==> src/rtl/vfd_dim_pkg.sv <==
package vfd_dim_pkg;
    typedef enum logic [1:0] {
        ST_DARK,
        ST_GAP,
        ST_LIT,
        ST_TAIL
    } slot_state_e;

    localparam int GRID_IDX_W = 2;
    localparam int GP_N       = 4;
endpackage

==> src/rtl/vfd_slot_timer.sv <==
module vfd_slot_timer #(
    parameter int SLOT_CLKS = 2048,
    localparam int POS_W    = $clog2(SLOT_CLKS)
) (
    input  logic                                 clk,
    input  logic                                 rst_n,
    input  logic                                 run,
    input  logic                                 half,
    output logic [POS_W-1:0]                     pos_n,
    output logic [vfd_dim_pkg::GRID_IDX_W-1:0]   idx_n,
    output logic                                 wrap_n
);
    import vfd_dim_pkg::*;

    localparam logic [POS_W-1:0] POS_LAST = POS_W'(SLOT_CLKS - 1);

    logic [POS_W-1:0]      pos_q;
    logic [GRID_IDX_W-1:0] idx_q;
    logic [GRID_IDX_W-1:0] idx_last;

    assign idx_last = half ? 2'd1 : 2'd2;

    always_comb begin
        wrap_n = 1'b0;
        pos_n  = pos_q;
        idx_n  = idx_q;
        if (!run) begin
            pos_n = POS_LAST;
            idx_n = 2'd2;
        end else if (pos_q == POS_LAST) begin
            wrap_n = 1'b1;
            pos_n  = '0;
            idx_n  = (idx_q >= idx_last) ? 2'd0 : idx_q + 2'd1;
        end else begin
            pos_n = pos_q + 1'b1;
        end
    end

    always_ff @(posedge clk or negedge rst_n) begin
        if (!rst_n) begin
            pos_q <= POS_LAST;
            idx_q <= 2'd2;
        end else begin
            pos_q <= pos_n;
            idx_q <= idx_n;
        end
    end
endmodule

==> src/rtl/vfd_dim_fsm.sv <==
module vfd_dim_fsm #(
    parameter int SLOT_CLKS  = 2048,
    parameter int DIM_W      = 10,
    parameter int BLANK_CLKS = 2,
    localparam int POS_W     = $clog2(SLOT_CLKS),
    localparam int EW        = POS_W + 1
) (
    input  logic                             clk,
    input  logic                             rst_n,
    input  logic                             run,
    input  logic [POS_W-1:0]                 pos_n,
    input  logic                             wrap_n,
    input  logic [DIM_W-1:0]                 dim_code,
    output vfd_dim_pkg::slot_state_e         state_d
);
    import vfd_dim_pkg::*;

    localparam int SCALE = SLOT_CLKS >> DIM_W;
    localparam logic [DIM_W-1:0] CODE_MAX = DIM_W'((1 << DIM_W) - 2);

    slot_state_e       state_q;
    logic [DIM_W-1:0]  code_sat;
    logic [EW-1:0]     win_end;
    logic [EW-1:0]     pos_ext;
    logic              past_gap;
    logic              in_win;

    assign code_sat = (dim_code > CODE_MAX) ? CODE_MAX : dim_code;
    assign win_end  = EW'(BLANK_CLKS) + EW'(code_sat) * EW'(SCALE);
    assign pos_ext  = {1'b0, pos_n};
    assign past_gap = pos_ext >= EW'(BLANK_CLKS);
    assign in_win   = past_gap && (pos_ext < win_end);

    always_comb begin
        state_d = state_q;
        unique case (state_q)
            ST_DARK: begin
                if (run) state_d = ST_GAP;
            end
            ST_GAP: begin
                if (past_gap) state_d = in_win ? ST_LIT : ST_TAIL;
            end
            ST_LIT: begin
                if (wrap_n)       state_d = ST_GAP;
                else if (!in_win) state_d = ST_TAIL;
            end
            ST_TAIL: begin
                if (wrap_n) state_d = ST_GAP;
            end
            default: state_d = ST_DARK;
        endcase
        if (!run) state_d = ST_DARK;
    end

    always_ff @(posedge clk or negedge rst_n) begin
        if (!rst_n) state_q <= ST_DARK;
        else        state_q <= state_d;
    end
endmodule

==> src/rtl/vfd_seg_row.sv <==
module vfd_seg_row #(
    parameter int SEG_N    = 56,
    localparam int DISP_W  = 3 * SEG_N
) (
    input  logic                                half,
    input  logic [vfd_dim_pkg::GRID_IDX_W-1:0]  idx,
    input  logic [DISP_W-1:0]                   disp,
    output logic [SEG_N:0]                      row
);
    for (genvar n = 0; n <= SEG_N; n++) begin : g_col
        logic third_bit;
        logic half_bit;
        if (n < SEG_N) begin : g_third
            always_comb begin
                unique case (idx)
                    2'd0:    third_bit = disp[n];
                    2'd1:    third_bit = disp[n + SEG_N];
                    2'd2:    third_bit = disp[n + 2 * SEG_N];
                    default: third_bit = 1'b0;
                endcase
            end
        end else begin : g_none
            assign third_bit = 1'b0;
        end
        assign half_bit = (idx == 2'd0) ? disp[n] :
                          (idx == 2'd1) ? disp[n + SEG_N + 1] : 1'b0;
        assign row[n] = half ? half_bit : third_bit;
    end
endmodule

==> src/rtl/vfd_grid_dimmer.sv <==
module vfd_grid_dimmer #(
    parameter int SLOT_CLKS  = 2048,
    parameter int DIM_W      = 10,
    parameter int BLANK_CLKS = 2,
    parameter int SEG_N      = 56,
    localparam int DISP_W    = 3 * SEG_N,
    localparam int POS_W     = $clog2(SLOT_CLKS)
) (
    input  logic              clk,
    input  logic              rst_n,
    input  logic              blank_n,
    input  logic              sleep,
    input  logic              duty_half,
    input  logic [DIM_W-1:0]  dim_code,
    input  logic [3:0]        gp_en,
    input  logic [DISP_W-1:0] disp_bits,
    output logic [1:0]        grid_o,
    output logic              grid3_seg57_o,
    output logic [SEG_N-1:0]  seg_o
);
    import vfd_dim_pkg::*;

    logic                  run;
    logic [POS_W-1:0]      pos_n;
    logic [GRID_IDX_W-1:0] idx_n;
    logic                  wrap_n;
    slot_state_e           state_d;
    logic [SEG_N:0]        row;
    logic                  lit_d;
    logic                  on_d;
    logic [SEG_N-1:0]      seg_d;
    logic [1:0]            grid_d;
    logic                  shared_d;

    assign run = blank_n & ~sleep;

    vfd_slot_timer #(.SLOT_CLKS(SLOT_CLKS)) i_timer (
        .clk    (clk),
        .rst_n  (rst_n),
        .run    (run),
        .half   (duty_half),
        .pos_n  (pos_n),
        .idx_n  (idx_n),
        .wrap_n (wrap_n)
    );

    vfd_dim_fsm #(
        .SLOT_CLKS  (SLOT_CLKS),
        .DIM_W      (DIM_W),
        .BLANK_CLKS (BLANK_CLKS)
    ) i_fsm (
        .clk      (clk),
        .rst_n    (rst_n),
        .run      (run),
        .pos_n    (pos_n),
        .wrap_n   (wrap_n),
        .dim_code (dim_code),
        .state_d  (state_d)
    );

    vfd_seg_row #(.SEG_N(SEG_N)) i_row (
        .half (duty_half),
        .idx  (idx_n),
        .disp (disp_bits),
        .row  (row)
    );

    assign lit_d = (state_d == ST_LIT);
    assign on_d  = (state_d != ST_DARK);

    always_comb begin
        grid_d[0] = on_d && (idx_n == 2'd0);
        grid_d[1] = on_d && (idx_n == 2'd1);
        shared_d  = duty_half ? (lit_d & row[SEG_N]) : (on_d && (idx_n == 2'd2));
        seg_d     = lit_d ? row[SEG_N-1:0] : '0;
        for (int i = 0; i < GP_N; i++) begin
            if (gp_en[i]) seg_d[SEG_N-1-i] = blank_n & disp_bits[SEG_N-1-i];
        end
    end

    always_ff @(posedge clk or negedge rst_n) begin
        if (!rst_n) begin
            grid_o        <= '0;
            grid3_seg57_o <= 1'b0;
            seg_o         <= '0;
        end else begin
            grid_o        <= grid_d;
            grid3_seg57_o <= shared_d;
            seg_o         <= seg_d;
        end
    end
endmodule

==> config.mk <==
export PLATFORM = sky130hd
export DESIGN_NAME = vfd_grid_dimmer
export DESIGN_NICKNAME = d
export VERILOG_FILES = /design/src/rtl/vfd_dim_pkg.sv /design/src/rtl/vfd_slot_timer.sv /design/src/rtl/vfd_dim_fsm.sv /design/src/rtl/vfd_seg_row.sv /design/src/rtl/vfd_grid_dimmer.sv
export SDC_FILE = /design/constraint.sdc
export NUM_CORES = 1
export LEC_CHECK = 0
export BUFFER_PORTS_ARGS = -buffer_cell sky130_fd_sc_hd__clkbuf_2
export CAP_MARGIN = 20
export CORE_MARGIN = 2
export CORE_UTILIZATION = 43
export CTS_CLUSTER_DIAMETER = 50
export DETAILED_ROUTE_END_ITERATION = 12
export GPL_TIMING_DRIVEN = 0
export PLACE_DENSITY = 0.82
export SYNTH_ARGS = -nofsm -noshare
export SYNTH_HDL_FRONTEND = slang
export SYNTH_HIERARCHICAL = 1
export SYNTH_SLANG_ARGS = --single-unit
==> constraint.sdc <==
create_clock -name clk -period 2.75 [get_ports clk]
set_input_delay 0.55 -clock clk [delete_from_list [all_inputs] [get_ports clk]]
set_output_delay 0.55 -clock clk [all_outputs]
set_load 0.05 [all_outputs]
==> results.tsv <==
metric	value	unit
Crit. Startpoint	dim_code[0]	
FMAX	0.3335	GHz
Seq. cell area	1867	um2
final period utilization	109.1	%
RSZ-0062 raised after global routing	true	
latest clock arrival within the worst-skew pair	0.33	ns
R2R setup slack	-0.24	ns
worst slew pin tran	0.5523	ns
# DRC	0	
Mapped Cells	476	
final hold violations	0	
Yosys top cell area share	29.45	%
DRT Pass-1 Iters	4	
Placed Cells	869	
Clock Sinks	74	
Leak	3.841	nW
Max Slew Vio Count	0	
Hold WC Path Type	in -> async	
Worst EP arrival	3.27	ns
Gate power share	31.9	%
routed vias/inst	5.744	
Final Skew	0.007269	ns
Clock Root Buffer	clkbuf_16	
number of port buffers	245	
Most Crowded Layer GR	met2	
CP endpoint	seg_o[25]	
Initial Utilization	44.05	%
synth unique cells	50	
global-route wire length before repair	27990	um
number of enable flip-flop cells after synthesis	0	
Int Pwr	2.422	mW
Crit path required time	3.02	ns
M2 GR Usage	48.28	%
most frequent cell after synthesis	dfrtp_1	
met3 Resource Use GR	7.729	%
Crit. End Element	flip-flop	
mapped cell area	5269	um2
synth cell count leaders	dfrtp_1, a221o_1, and2_1	
failing checks	negative setup slack	
MaxCap Viol Count	0	
layout cells sized above 1	59.32	%
Routed Antenna Nets	0	
total power	3.455	mW
share of synthesized flip-flops with an asynchronous set or reset	100.0	%
final core occ	63.24	%
worst vdd ir	0.0003198	V
Top FF cell, synth	dfrtp_1	
part of the power in the clock network	34.2	%
GPL Wtd Cong	0.9390	
area added between synthesis and finish	43.58	%
register bit total from synthesis	74	
Total Routing Usage GR	27.41	%
Net Switching	1.033	mW
Net Count, Synth	676	
std cell rows	40	
vias in the first global route	5447	
sequential power share	33.9	%
Final nets	957	
Switching Share	29.91	%
reg2reg path depth	14	
sequential fraction of the synthesis area	35.43	%
ant diodes	0	
H-tree Lvls	3	
IO Count	246	
WL final	18620	um
cell taking the most area after synthesis	dfrtp_1	
grt total ovfl	0	
post-route non-filler standard cell count	909	
initial antenna violation count	0	
hold_buf cts	0	
clk slew on worst S/H paths	0.06	ns
outcome	finished, violations left	
worst setup margin	-0.2489	ns
Max-slew headroom	63.18	%
Worst setup SP type	input pin	
Die Area	13150	um2
Filler Cell Count	977	
DP HPWL	14020	um
minimum clock period	2.999	ns
Synth area leaders	dfrtp_1, a221o_1, mux2_2, nor4bb_1, and2_1	
via count	5221	
CTS tree	yes	
RR Startpoint	i_timer/pos_q[5]	
largest net degree at the start of global routing	43	
crit path kind	in -> reg	
PwrDens	456.8	nW/um2
mean post-synth cell area	11.07	um2
Die Wd	114.7	um
area of the multi-input gates	3378	um2
die height	114.7	um
Max Root-Sink Buffers	2	
r2r endpoint	seg_o[25]	
Syn. warnings	6	
GR Util met1	31.82	%
Placeable Area	11960	um2
per-cell routed wire length	20.49	um
Crit Path Max Fanout	7	
final setup vio count	59	
CTS Buf Count	9	
drt first-iter violations	300	
## kinds of logic (layout without fill, tap and decap cells)
group | after synthesis | in the layout | share of synthesized area (%)
buf+inv | 57 | 343 | 5.961
fa+ha+maj | 13 | 13 | 3.087
simple gates | 172 | 172 | 24.98
flops | 74 | 74 | 35.43
mux | 58 | 58 | 13.27
compound gates | 88 | 88 | 14.94
xor+xnor | 14 | 14 | 2.327
## power by group through the flow
stage / registers, mW / logic [mW] / clock network (mW)
floorplan: 1.24 / 0.536 / 0
global placement: 1.19 / 0.879 / 0
detailed placement: 1.19 / 0.914 / 0
CTS: 1.17 / 1.00 / 1.20
global route: 1.17 / 1.18 / 1.25
finish: 1.17 / 1.10 / 1.18
## per-layer routing
layer  routed length (um)  share of wire, %
met2                 9527                51
met1                 7231                39
met3                 1339               7.2
met4                  523               2.8
met5                    0                 0
## critical path: stages
cell and delay (ns):
clkbuf_2 0.13, and4_4 0.24, a31oi_4 0.21, ha_4 0.18, nand3_4 0.11, nor2_4 0.14
xnor2_2 0.15, ha_4 0.25, nand3_4 0.07, a211oi_4 0.04, a211o_1 0.31, a22o_4 0.27
nor2b_4 0.17, buf_8 0.17, buf_6 0.13, and2_4 0.14
## placed cells by master, fill, tap and decap left out, drive strengths merged, types with 9 or more instances in the layout
cell	instances
and4bb	19
nor4bb	39
xor2	9
nor2	9
and2	55
dfstp	12
nand2	10
ha	13
a221o	56
buf	55
nor2b	9
dfrtp	62
clkbuf	274
mux2	56
## area by class of cell
cell class                 instances  share of cell area [%]
buffer                            45                   3.903
clock buffer                      10                   3.159
clock inverter                     6                  0.8766
inverter                           8                  0.3970
multi-input combinational        345                   44.66
sequential                        74                   24.68
tap                              147                   2.431
timing repair buffer             274                   19.90
## worst min path at each step
stage,depth (start not counted),start,slack (ns),end
floorplan,0,rst_n,0.25,grid3_seg57_o
global placement,1,i_timer/pos_q[0],0.58,i_timer/pos_q[0]
detailed placement,1,rst_n,0.57,seg_o[17]
CTS,1,rst_n,0.22,seg_o[21]
global route,1,rst_n,0.23,seg_o[23]
finish,1,rst_n,0.20,seg_o[20]
## registers in the layout, indices dropped and copies added, names as in the netlist
name,flops
grid_o,2
i_timer/pos_q,11
grid3_seg57_o,1
seg_o,56
i_timer/idx_q,2
i_fsm/state_q,2
## through the flow
| step | area (um2) | setup slack (ns) | hold slack, ns | TNS (ns) |
|---|---|---|---|---|
| 2_1_floorplan | 5304 | -0.2489 | 0.2544 | -13.38 |
| 6_report | 7565 | -0.2489 | 0.2040 | -12.29 |
| 5_1_grt | 7565 | -0.3482 | 0.2318 | -18.34 |
| 4_1_cts | 7338 | -0.2389 | 0.2183 | -12.53 |
| 3_3_place_gp | 6714 | -1.088 | 0.5784 | -51.68 |
| 3_5_place_dp | 6736 | -1.157 | 0.5676 | -56.89 |
## timing repair
item,CTS,global route
gates cloned,3,1
endpoints found under the setup margin,60,60
setup buffers,15,9
pin swaps,24,44
resized for setup,46,58
Power figures use the tool's default switching activity.
